$ cat src/rtl/rptr_pkg.sv
// Shared widths and half-select encoding for the repeater path.
// Assumes 32-bit words split into two 16-bit halves.
package rptr_pkg;
    localparam int WORD_W = 32;
    localparam int HALF_W = WORD_W / 2;

    typedef enum logic {
        HALF_LO = 1'b0,
        HALF_HI = 1'b1
    } half_e;
endpackage

$ cat src/rtl/rptr_word_fifo.sv
// Word queue with an optional overwrite-when-full policy.
// Assumes DEPTH is a power of two. A read and a write in the same cycle
// both take effect. When full with no read, a write replaces the newest
// entry if OVERWRITE is set, and is dropped otherwise.
module rptr_word_fifo #(
    parameter int DEPTH     = 4,
    parameter int WIDTH     = 32,
    parameter bit OVERWRITE = 1'b0,
    localparam int PW = (DEPTH > 1) ? $clog2(DEPTH) : 1,
    localparam int CW = $clog2(DEPTH + 1)
) (
    input  logic             clk,
    input  logic             rst_n,
    input  logic             wr,
    input  logic [WIDTH-1:0] wdata,
    input  logic             rd,
    output logic [WIDTH-1:0] rdata,
    output logic [CW-1:0]    count,
    output logic             full,
    output logic             empty
);
    logic [WIDTH-1:0] mem [DEPTH];
    logic [PW-1:0]    wptr, rptr;
    logic             do_rd, do_wr, ovw;

    assign full  = (count == CW'(DEPTH));
    assign empty = (count == '0);
    assign do_rd = rd && !empty;
    assign do_wr = wr && (!full || do_rd);
    assign rdata = mem[rptr];

    generate
        if (OVERWRITE) begin : g_ovw
            assign ovw = wr && full && !do_rd;
        end else begin : g_drop
            assign ovw = 1'b0;
        end
    endgenerate

    // Storage: append at the tail, or replace the newest entry when overwriting.
    always_ff @(posedge clk) begin
        if (do_wr)
            mem[wptr] <= wdata;
        else if (ovw)
            mem[wptr - PW'(1)] <= wdata;
    end

    // Pointers and occupancy.
    always_ff @(posedge clk) begin
        if (!rst_n) begin
            wptr  <= '0;
            rptr  <= '0;
            count <= '0;
        end else begin
            if (do_wr) wptr <= wptr + PW'(1);
            if (do_rd) rptr <= rptr + PW'(1);
            if (do_wr && !do_rd)      count <= count + CW'(1);
            else if (do_rd && !do_wr) count <= count - CW'(1);
        end
    end

    // a write into a full queue with no read leaves it full.
    a_r6_full_stays: assert property (@(posedge clk) disable iff (!rst_n)
        (full && wr && !rd) |=> full);

    // a read of an empty queue without a write leaves it empty.
    a_r11_empty_read: assert property (@(posedge clk) disable iff (!rst_n)
        (empty && rd && !wr) |=> empty);
endmodule

$ cat src/rtl/rptr_half_ctl.sv
// Half-word read mux, per-word read tracking and repeater capture.
// Assumes head/empty come from the receive queue. A word is popped when
// both halves have been read. In repeater mode the lower half is held
// and the full word is committed on the upper read.
module rptr_half_ctl
    import rptr_pkg::*;
(
    input  logic              clk,
    input  logic              rst_n,
    input  logic              rep_mode,
    input  logic              rd_en,
    input  logic              half_sel,
    input  logic [WORD_W-1:0] head,
    input  logic              empty,
    output logic [HALF_W-1:0] rd_data,
    output logic              pop,
    output logic              commit,
    output logic [WORD_W-1:0] commit_word,
    output logic              rep_err
);
    logic              rd_ok, lo_mark, hi_mark;
    logic              lo_done, hi_done, lo_valid;
    logic [HALF_W-1:0] lo_hold;

    assign rd_ok   = rd_en && !empty;
    assign lo_mark = rd_ok && (half_e'(half_sel) == HALF_LO);
    assign hi_mark = rd_ok && (half_e'(half_sel) == HALF_HI);
    assign rd_data = (half_e'(half_sel) == HALF_HI) ? head[WORD_W-1:HALF_W]
                                                     : head[HALF_W-1:0];
    assign pop     = (lo_mark && hi_done) || (hi_mark && lo_done);
    assign commit  = rep_mode && hi_mark && lo_valid;
    assign rep_err = rep_mode && hi_mark && !lo_valid;
    assign commit_word = {head[WORD_W-1:HALF_W], lo_hold};

    // Track which halves of the head word have been read.
    always_ff @(posedge clk) begin
        if (!rst_n) begin
            lo_done <= 1'b0;
            hi_done <= 1'b0;
        end else if (pop) begin
            lo_done <= 1'b0;
            hi_done <= 1'b0;
        end else begin
            if (lo_mark) lo_done <= 1'b1;
            if (hi_mark) hi_done <= 1'b1;
        end
    end

    // Repeater capture of the lower half, valid until its word leaves.
    always_ff @(posedge clk) begin
        if (!rst_n) begin
            lo_valid <= 1'b0;
            lo_hold  <= '0;
        end else begin
            if (!rep_mode || pop) lo_valid <= 1'b0;
            else if (lo_mark)     lo_valid <= 1'b1;
            if (lo_mark) lo_hold <= head[HALF_W-1:0];
        end
    end

    // after a pop the next word starts with no half read.
    a_r3_done_clear: assert property (@(posedge clk) disable iff (!rst_n)
        pop |=> (!lo_done && !hi_done));

    // a repeater commit always completes (pops) its word.
    a_r4_commit_pops: assert property (@(posedge clk) disable iff (!rst_n)
        commit |-> pop);
endmodule

$ cat src/rtl/rptr_loopback.sv
// Self-test routing of the transmit bit to the two receiver inputs.
// Active-low test select: 0 routes true/inverted transmit bit internally.
module rptr_loopback (
    input  logic self_test_n,
    input  logic tx_serial,
    input  logic line1,
    input  logic line2,
    output logic rx1_bit,
    output logic rx2_bit,
    output logic tx_line
);
    // Select receiver sources; transmit line is never gated.
    always_comb begin
        rx1_bit = self_test_n ? line1 : tx_serial;
        rx2_bit = self_test_n ? line2 : ~tx_serial;
        tx_line = tx_serial;
        if (!self_test_n)
            a_r10_inverted_pair: assert (rx2_bit != rx1_bit);
    end
endmodule

$ cat src/rtl/rptr_path.sv
// Top of the receive-to-transmit repeater path. Receive queue overwrites
// its newest word when full; transmit queue drops writes when full.
// A repeater commit takes priority over a host write in the same cycle.
module rptr_path
    import rptr_pkg::*;
#(
    parameter int RX_DEPTH = 4,
    parameter int TX_DEPTH = 32,
    localparam int RXC_W = $clog2(RX_DEPTH + 1),
    localparam int TXC_W = $clog2(TX_DEPTH + 1)
) (
    input  logic              clk,
    input  logic              rst_n,
    input  logic              rep_mode,
    input  logic              self_test_n,
    input  logic              rx_wr,
    input  logic [WORD_W-1:0] rx_word,
    input  logic              rd_en,
    input  logic              half_sel,
    output logic [HALF_W-1:0] rd_data,
    output logic              rx_ready,
    output logic [RXC_W-1:0]  rx_count,
    output logic              rep_err,
    input  logic              host_wr,
    input  logic [WORD_W-1:0] host_word,
    input  logic              tx_rd,
    output logic [WORD_W-1:0] tx_head,
    output logic              tx_empty,
    output logic              tx_full,
    output logic [TXC_W-1:0]  tx_count,
    input  logic              tx_serial,
    input  logic              line1,
    input  logic              line2,
    output logic              rx1_bit,
    output logic              rx2_bit,
    output logic              tx_line
);
    logic [WORD_W-1:0] rx_head, rep_word, tx_wdata;
    logic              rx_empty, rx_full, rx_pop, rep_commit, tx_wr;

    assign rx_ready = !rx_empty;
    assign tx_wr    = rep_commit || host_wr;
    assign tx_wdata = rep_commit ? rep_word : host_word;

    rptr_word_fifo #(.DEPTH(RX_DEPTH), .WIDTH(WORD_W), .OVERWRITE(1'b1)) rx_q (
        .clk(clk), .rst_n(rst_n), .wr(rx_wr), .wdata(rx_word), .rd(rx_pop),
        .rdata(rx_head), .count(rx_count), .full(rx_full), .empty(rx_empty));

    rptr_half_ctl half_i (
        .clk(clk), .rst_n(rst_n), .rep_mode(rep_mode), .rd_en(rd_en),
        .half_sel(half_sel), .head(rx_head), .empty(rx_empty),
        .rd_data(rd_data), .pop(rx_pop), .commit(rep_commit),
        .commit_word(rep_word), .rep_err(rep_err));

    rptr_word_fifo #(.DEPTH(TX_DEPTH), .WIDTH(WORD_W), .OVERWRITE(1'b0)) tx_q (
        .clk(clk), .rst_n(rst_n), .wr(tx_wr), .wdata(tx_wdata), .rd(tx_rd),
        .rdata(tx_head), .count(tx_count), .full(tx_full), .empty(tx_empty));

    rptr_loopback loop_i (
        .self_test_n(self_test_n), .tx_serial(tx_serial), .line1(line1),
        .line2(line2), .rx1_bit(rx1_bit), .rx2_bit(rx2_bit), .tx_line(tx_line));

    // a commit into a non-full, non-draining queue adds one word.
    a_r4_commit_lands: assert property (@(posedge clk) disable iff (!rst_n)
        (rep_commit && !tx_full && !tx_rd) |=> tx_count == $past(tx_count) + TXC_W'(1));

    // removing the last word without a new arrival drops ready.
    a_r7_ready_drops: assert property (@(posedge clk) disable iff (!rst_n)
        (rx_pop && rx_count == RXC_W'(1) && !rx_wr) |=> !rx_ready);

    // the receive queue never reports more than its depth.
    a_r6_rx_bound: assert property (@(posedge clk) disable iff (!rst_n)
        rx_count <= RXC_W'(RX_DEPTH));
endmodule

$ cat config.mk
export PLATFORM = sky130hd
export DESIGN_NAME = rptr_path
export DESIGN_NICKNAME = d
export VERILOG_FILES = /design/src/rtl/rptr_pkg.sv /design/src/rtl/rptr_word_fifo.sv /design/src/rtl/rptr_half_ctl.sv /design/src/rtl/rptr_loopback.sv /design/src/rtl/rptr_path.sv
export SDC_FILE = /design/constraint.sdc
export NUM_CORES = 1
export LEC_CHECK = 0
export BUFFER_PORTS_ARGS = -buffer_cell sky130_fd_sc_hd__buf_2
export CORE_MARGIN = 1.5
export CORE_UTILIZATION = 60
export DETAILED_ROUTE_END_ITERATION = 12
export GPL_TIMING_DRIVEN = 0
export PLACE_DENSITY = 0.77
export SLEW_MARGIN = 0
export SYNTH_ARGS = -nofsm -noshare
export SYNTH_HDL_FRONTEND = slang
export SYNTH_SLANG_ARGS = --single-unit
$ cat constraint.sdc
create_clock -name clk -period 12.57 [get_ports clk]
set_input_delay 0.6285 -clock clk [delete_from_list [all_inputs] [get_ports clk]]
set_output_delay 0.6285 -clock clk [all_outputs]
set_load 0.01 [all_outputs]
# ---- Word-level counts from Yosys, hierarchy flattened
# Memory sizes are Yosys's and may differ from the RTL's. A register that Yosys moved wholly into a read port is not among the register bits.
# Cells that the tools add are included.
dict set report totals {
  reg_bits 42
  latch_bits 0
  mem_bits_rw 1152
  rom_bits 0
  input_bits 76
  elab_cells 88
  n_memories 2
}
dict set report classes {
  n_addsub 9
  multipliers 0
  div 0
  magnitude_cmp 0
  eq_ne 2
  shifts 0
  mux 22
  bitwise_logic 3
  reduce_logical 40
}
# memory words word_bits read_ports rd_clocked_by_memory_dff write_ports line
set memory_table {}
lappend memory_table {tx_q.mem 32 32 1 1 1 rptr_word_fifo.sv:22} ;# logic [WIDTH-1:0] mem [DEPTH];
lappend memory_table {rx_q.mem 4 32 1 1 1 rptr_word_fifo.sv:22}
# cell n
set ops {}
lappend ops {{32-bit 2-to-1 mux} 2}
lappend ops {{32-bit OR reduction} 1}
lappend ops {{1-bit logical AND} 18}
lappend ops {{16-bit 2-to-1 mux} 1}
lappend ops {{6-bit 2-to-1 mux} 2}
lappend ops {{5-bit by 1-bit adder with 5-bit output, second input constant} 2}
lappend ops {{1-bit zero test} 10}
lappend ops {{1-bit 2-to-1 mux} 10}
lappend ops {{5-bit 2-to-1 mux} 2}
lappend ops {{6-bit by 1-bit adder with 6-bit output, second input constant} 1}
lappend ops {{6-bit equality test, second input constant} 1}
lappend ops {{6-bit zero test} 1}
lappend ops {{2-bit 2-to-1 mux} 3}
lappend ops {{3-bit 2-to-1 mux} 2}
lappend ops {{6-bit by 1-bit subtractor with 6-bit output, second input constant} 1}
lappend ops {{1-bit logical OR} 5}
lappend ops {{2-bit by 1-bit adder with 2-bit output, second input constant} 2}
lappend ops {{2-bit nonzero test} 2}
lappend ops {{2-bit OR reduction} 2}
lappend ops {{3-bit by 1-bit adder with 3-bit output, second input constant} 1}
lappend ops {{3-bit equality test, second input constant} 1}
lappend ops {{3-bit zero test} 1}
lappend ops {{1-bit inverter} 3}
lappend ops {{3-bit by 1-bit subtractor with 3-bit output, second input constant} 1}
lappend ops {{2-bit by 1-bit subtractor with 2-bit output, second input constant} 1}

# ---- Logic depth before layout (Yosys ltp)
dict set report depth {
  ltp_word 14
  depth_mapped 11
  depth_no_buf 10
}

# ---- Modules after synthesis
# A second synthesis with hierarchy kept.
dict set report unflattened {
  cells_unflattened 2430
  hier_area_um2 47118.9
}
# module n_inst cells_per_inst area_per_inst_um2
set modules_own_cells {}
lappend modules_own_cells {{rptr_word_fifo (tx_q)} 1 2049 40405.0}
lappend modules_own_cells {{rptr_word_fifo (rx_q)} 1 217 5068.6}
lappend modules_own_cells {rptr_half_ctl 1 122 1063.5}
lappend modules_own_cells {rptr_path 1 38 550.5}
lappend modules_own_cells {rptr_loopback 1 4 31.3}

# ---- Worst setup path before layout
# OpenSTA, ideal clock, no wires.
dict set report synth_timing {
  path_kind {input -> register}
  startpoint {in half_sel}
  endpoint {mem rx_q.mem[0][0] (enable)}
  setup_time_ps 468
  arrival_time_ps 4105
  required_time_ps 12102
  path_slack_ps 7997
  path_stages 4
  path_buffers 0
  cell_sequence {mux2_2 -> a2111oi_4 -> xnor2_1 -> nor3b_1}
}
dict set report synth_between {
  elab_chain_len 12
}
# item line
set synth_lines {}
lappend synth_lines {{start, declared} rptr_path.sv:19} ;# input logic half_sel,
lappend synth_lines {{1-bit inverter} rptr_half_ctl.sv:26} ;# assign lo_mark = rd_ok && (half_e'(half_sel) == HALF_LO);
lappend synth_lines {{1-bit logical AND} rptr_half_ctl.sv:26}
lappend synth_lines {{1-bit logical AND} rptr_half_ctl.sv:30} ;# assign pop = (lo_mark && hi_done) || (hi_mark && lo_done);
lappend synth_lines {{1-bit logical OR (*)} rptr_half_ctl.sv:30}
lappend synth_lines {{1-bit logical AND (*)} rptr_word_fifo.sv:28} ;# assign do_rd = rd && !empty;
lappend synth_lines {{1-bit zero test} rptr_word_fifo.sv:34} ;# assign ovw = wr && full && !do_rd;
lappend synth_lines {{1-bit logical AND} rptr_word_fifo.sv:34}
lappend synth_lines {{1-bit 2-to-1 mux} rptr_word_fifo.sv:44} ;# else if (ovw)
lappend synth_lines {{1-bit 2-to-1 mux} rptr_word_fifo.sv:42} ;# if (do_wr)
lappend synth_lines {{1-bit 2-to-1 mux (not written as such)} rptr_word_fifo.sv:45} ;# mem[wptr - PW'(1)] <= wdata;
lappend synth_lines {{32-bit OR reduction (no line)} -}
lappend synth_lines {{2-bit 2-to-1 mux (no line) or 1-bit 2-to-1 mux (tied branches)} -}
lappend synth_lines {{end, declared} rptr_word_fifo.sv:22}
# Mark *: on every way between the ends. The rest lies on a longest branch, timed or not.

==> flow_summary.ini <==
[global_routing]
gr-usage-all-layers_pct = 28.53
grt_pass1_wl_um = 164200
antenna_found_initial = 14
grt_max_degree = 33
grt_overflow = 0
grt_pass1_vias = 25250

[setup_path]
crit_path_max_fanout = 10
required_ns = 11.94
critical_path.top_delay_family = buffers and inverters
slowest_delay_ns = 1.01
path_common_cell = buf_2
path_buf_inv = 5
critPathLaunchType = register
worstPathCellList = buf_2 -> buf_2 -> buf_1 -> clkbuf_1 -> a211oi_1 -> nor3_1 -> or4_1 -> buf_2
crit_type = register to output pin
cp_slowest_cell = buf_1
cp-end-kind = output pin
worst_ep_arrival_time_ns = 4.51

[synthesis]
yosys_most_used_dff = edfxtp_1
synthCells = 2416
async_flop_share_pct = 0
synth_top_area_cell = edfxtp_1
synth.distinct_cells = 49
yosysWarnings = 0
synth_top_area_share_pct = 74.02
synth_area_mm2 = 0.04673
synth_edf_count = 1152
synth-seq-cells = 1201
syn_nets = 2505
syn_area_per_cell_um2 = 19.34
ys_top_cells_by_area = edfxtp_1 74%, mux4_2 7.7%, mux2_2 5.8%
synth-seq-area-share_pct = 76.12

[timing]
tns_ns = 0
post-route-period-util_pct = 40.90
fin_skew_ns = 0.03094
slew_headroom_pct = 13.21
worst_pin_slew_ns = 1.302
hold_viol_final = 0
rsz0062_at_grt = no
fmax_mhz = 194.5
fin_crit_ns = 5.142
setup-violations-final = 0
drv_slew = 0

[routing]
vias = 24800
first_pass_iters = 5
drtIter0Drc = 2504
drtAntennaViolNets = 0
route.detailed.drc = 0
wl_per_cell_um = 28.91
routed_via_density = 6.447
totalWireLength_um = 111200

[floorplan]
fp.dieW_um = 282.1
start_util_pct = 60.53
die_y_um = 282.1
num_rows = 102
dieArea_mm2 = 0.07957
ios = 140
core_mm2 = 0.07721

[cells_and_area]
fin_nets = 2794
drive_gt1_share_pct = 29.28
area_delta_synth_final_pct = 14.22
stdcell_count = 3846
multi_input_area_mm2 = 0.01074
final_cell_area_mm2 = 0.05338
regArea_mm2 = 0.03557
n_fill_cell = 4653

[run]
maxCapViolCount = 0

[power]
seqPwrFrac_pct = 49.2
p_per_area_mw_per_mm2 = 173.1
leakagePower_nw = 16.78
p_sw_share_pct = 25.07
power_mw = 9.242
cellInternalPower_mw = 6.925
p_comb_share_pct = 14.1
ir_worst_vdd_v = 0.0001882
clkPwrFrac_pct = 36.7
switching_power_mw = 2.317

[placement]
portBuffers = 139
place_congestion = 0.9198
dpl-instance-area_mm2 = 0.04970
dp.cells = 3629
dp.final_hpwl_um = 72150

[clock_network]
cts_resized = 0
cts_setup_buffers = 0
clock_sinks = 1201
clk_latency_ns = 0.69
cts_tree = yes
root_buffer = clkbuf_16
cts_buffer_depth = 3
path_clk_slew_ns = 0.06
h-tree-depth = 3
cts_hold_repair.buffers = 0
cts_made_buffers = 114

[outcome]
status = finished clean

[hold_path]
min_path_type = input pin to register
## layout make-up
cell class	instances	share of cell area, %
Sequential cell	1201	66.64
Multi-Input combinational cell	1063	20.13
Clock buffer	138	5.590
Timing Repair Buffer	173	2.628
Tap cell	1040	2.438
Clock inverter	77	1.299
Buffer	139	1.177
Inverter	13	0.09141
Antenna cell	2	0.009376
## power by group through the flow
stage               Combinational, mW  Clock (mW)  Sequential (mW)
floorplan                       0.791           0             4.62
global placement                 1.22           0             4.63
detailed placement               1.28           0             4.63
CTS                              1.30        3.41             4.55
global route                     1.38        3.57             4.55
finish                           1.30        3.39             4.55
## logic make-up after synthesis
| group | Yosys count | synth area share [%] |
|---|---|---|
| AOI/OAI and AO/OA | 315 | 4.581 |
| and+or+nand+nor | 317 | 3.617 |
| DFF | 1201 | 76.12 |
| xor gates and xnor gates | 12 | 0.2249 |
| muxes | 406 | 13.63 |
| adders and majority gates | 13 | 0.3802 |
| buffers and inverters | 152 | 1.448 |
## layer usage
metal  part of all wire, %  vias to the layer above  wire length, µm  global-route usage (%)
met5                 0.075                        -               83                       0
met4                   3.2                       14             3543                   9.746
met2                    50                     1346            56090                   47.90
met3                   8.6                      226             9535                   4.824
met1                    38                    12740            41950                   38.30
li1                      -                    10470                -                       -
## Yosys cell counts (2+ instances only)
| cell | number |
|---|---|
| buf_2 | 19 |
| nor3b_1 | 2 |
| nor2_1 | 55 |
| o31ai_1 | 7 |
| nand2b_1 | 3 |
| nand4_1 | 2 |
| a21o_1 | 2 |
| a31oi_1 | 2 |
| o21ai_0 | 72 |
| nand3_1 | 11 |
| or2_2 | 4 |
| buf_6 | 9 |
| a211oi_1 | 66 |
| nand2_1 | 48 |
| clkbuf_1 | 93 |
| nand3b_1 | 6 |
| mux2i_1 | 4 |
| a21oi_1 | 30 |
| nor2b_1 | 65 |
| mux4_2 | 160 |
| o22ai_1 | 64 |
| xor2_1 | 9 |
| edfxtp_1 | 1152 |
| fa_1 | 2 |
| buf_4 | 4 |
| inv_1 | 13 |
| ha_1 | 11 |
| or4_1 | 35 |
| xnor2_1 | 3 |
| nor3_1 | 68 |
| o31a_1 | 2 |
| dfxtp_1 | 49 |
| and3_1 | 2 |
| mux2_2 | 241 |
| buf_1 | 14 |
| or3_1 | 11 |
| a22o_1 | 64 |
## layout by cell type (no fill, tap or decap), types with 3 or more instances in the layout
| cell type | netlist | routed |
|---|---|---|
| buf_16 | 0 | 7 |
| o22ai_1 | 64 | 64 |
| dfxtp_1 | 49 | 49 |
| nand2b_1 | 3 | 3 |
| or2_2 | 4 | 4 |
| inv_1 | 13 | 12 |
| o31ai_1 | 7 | 7 |
| xnor2_1 | 3 | 3 |
| xor2_1 | 9 | 9 |
| mux2_2 | 241 | 241 |
| nand3b_1 | 6 | 6 |
| nand2_1 | 48 | 48 |
| buf_6 | 9 | 12 |
| buf_4 | 4 | 4 |
| nand3_1 | 11 | 11 |
| a22o_1 | 64 | 64 |
| a21oi_1 | 30 | 28 |
| nor2_1 | 55 | 24 |
| nor2_4 | 0 | 31 |
| buf_12 | 0 | 24 |
| clkbuf_16 | 0 | 115 |
| o21ai_0 | 72 | 72 |
| edfxtp_1 | 1152 | 1152 |
| mux4_2 | 160 | 160 |
| clkinv_1 | 0 | 23 |
| nor3_1 | 68 | 68 |
| mux2i_1 | 4 | 4 |
| a211oi_1 | 66 | 66 |
| inv_6 | 0 | 3 |
| nor2b_1 | 65 | 65 |
| buf_2 | 19 | 158 |
| or4_1 | 35 | 35 |
| bufinv_16 | 0 | 11 |
| ha_1 | 11 | 11 |
| or3_1 | 11 | 11 |
| clkbuf_1 | 93 | 114 |
| clkinv_2 | 0 | 33 |
| buf_1 | 14 | 14 |
## through the flow
stage | setup WS (ns) | hold WS, ns | util (%)
after detailed placement | 8.252 | 0.4491 | 64.37
after global routing | 7.425 | 0.1381 | 69.13
after floorplan | 7.997 | 0.4322 | -
after global placement | 6.175 | 0.4424 | 63.11
final | 7.428 | 0.1398 | 69.14
after CTS | 7.531 | 0.1290 | 69.13
## registers in the layout, summed over array words and instances (netlist names), named ones only
name and flops:
half_i.hi_done 1, half_i.lo_done 1, half_i.lo_hold 16, half_i.lo_valid 1, rx_q.count 3, rx_q.mem 128, rx_q.rptr 2, rx_q.wptr 2
tx_q.count 6, tx_q.mem 1024, tx_q.rptr 5, tx_q.wptr 5
## final timing paths
path                                         from                         endpoint  slack, ns  cells after the start
setup / recovery                         register                       tx_head[2]       7.43                      8
hold / removal                         rx_word[4]         rx_q.mem[0][4]$_DFFE_PP_       0.14                      1
setup reg to reg       rx_q.count[0]$_SDFFE_PN0P_       tx_q.mem[18][23]$_DFFE_PP_       8.66                      5
hold reg to reg   half_i.lo_hold[13]$_SDFFE_PN0N_  half_i.lo_hold[13]$_SDFFE_PN0N_       0.46                      2
## worst register-to-register path, delay by kind of cell, from the launching register on
kind            cells  cell delay [ns]
compound gates      2             0.85
buf+inv             1             0.25
flops               1             0.53
simple gates        2             1.95
Power figures use the tool's default switching activity.
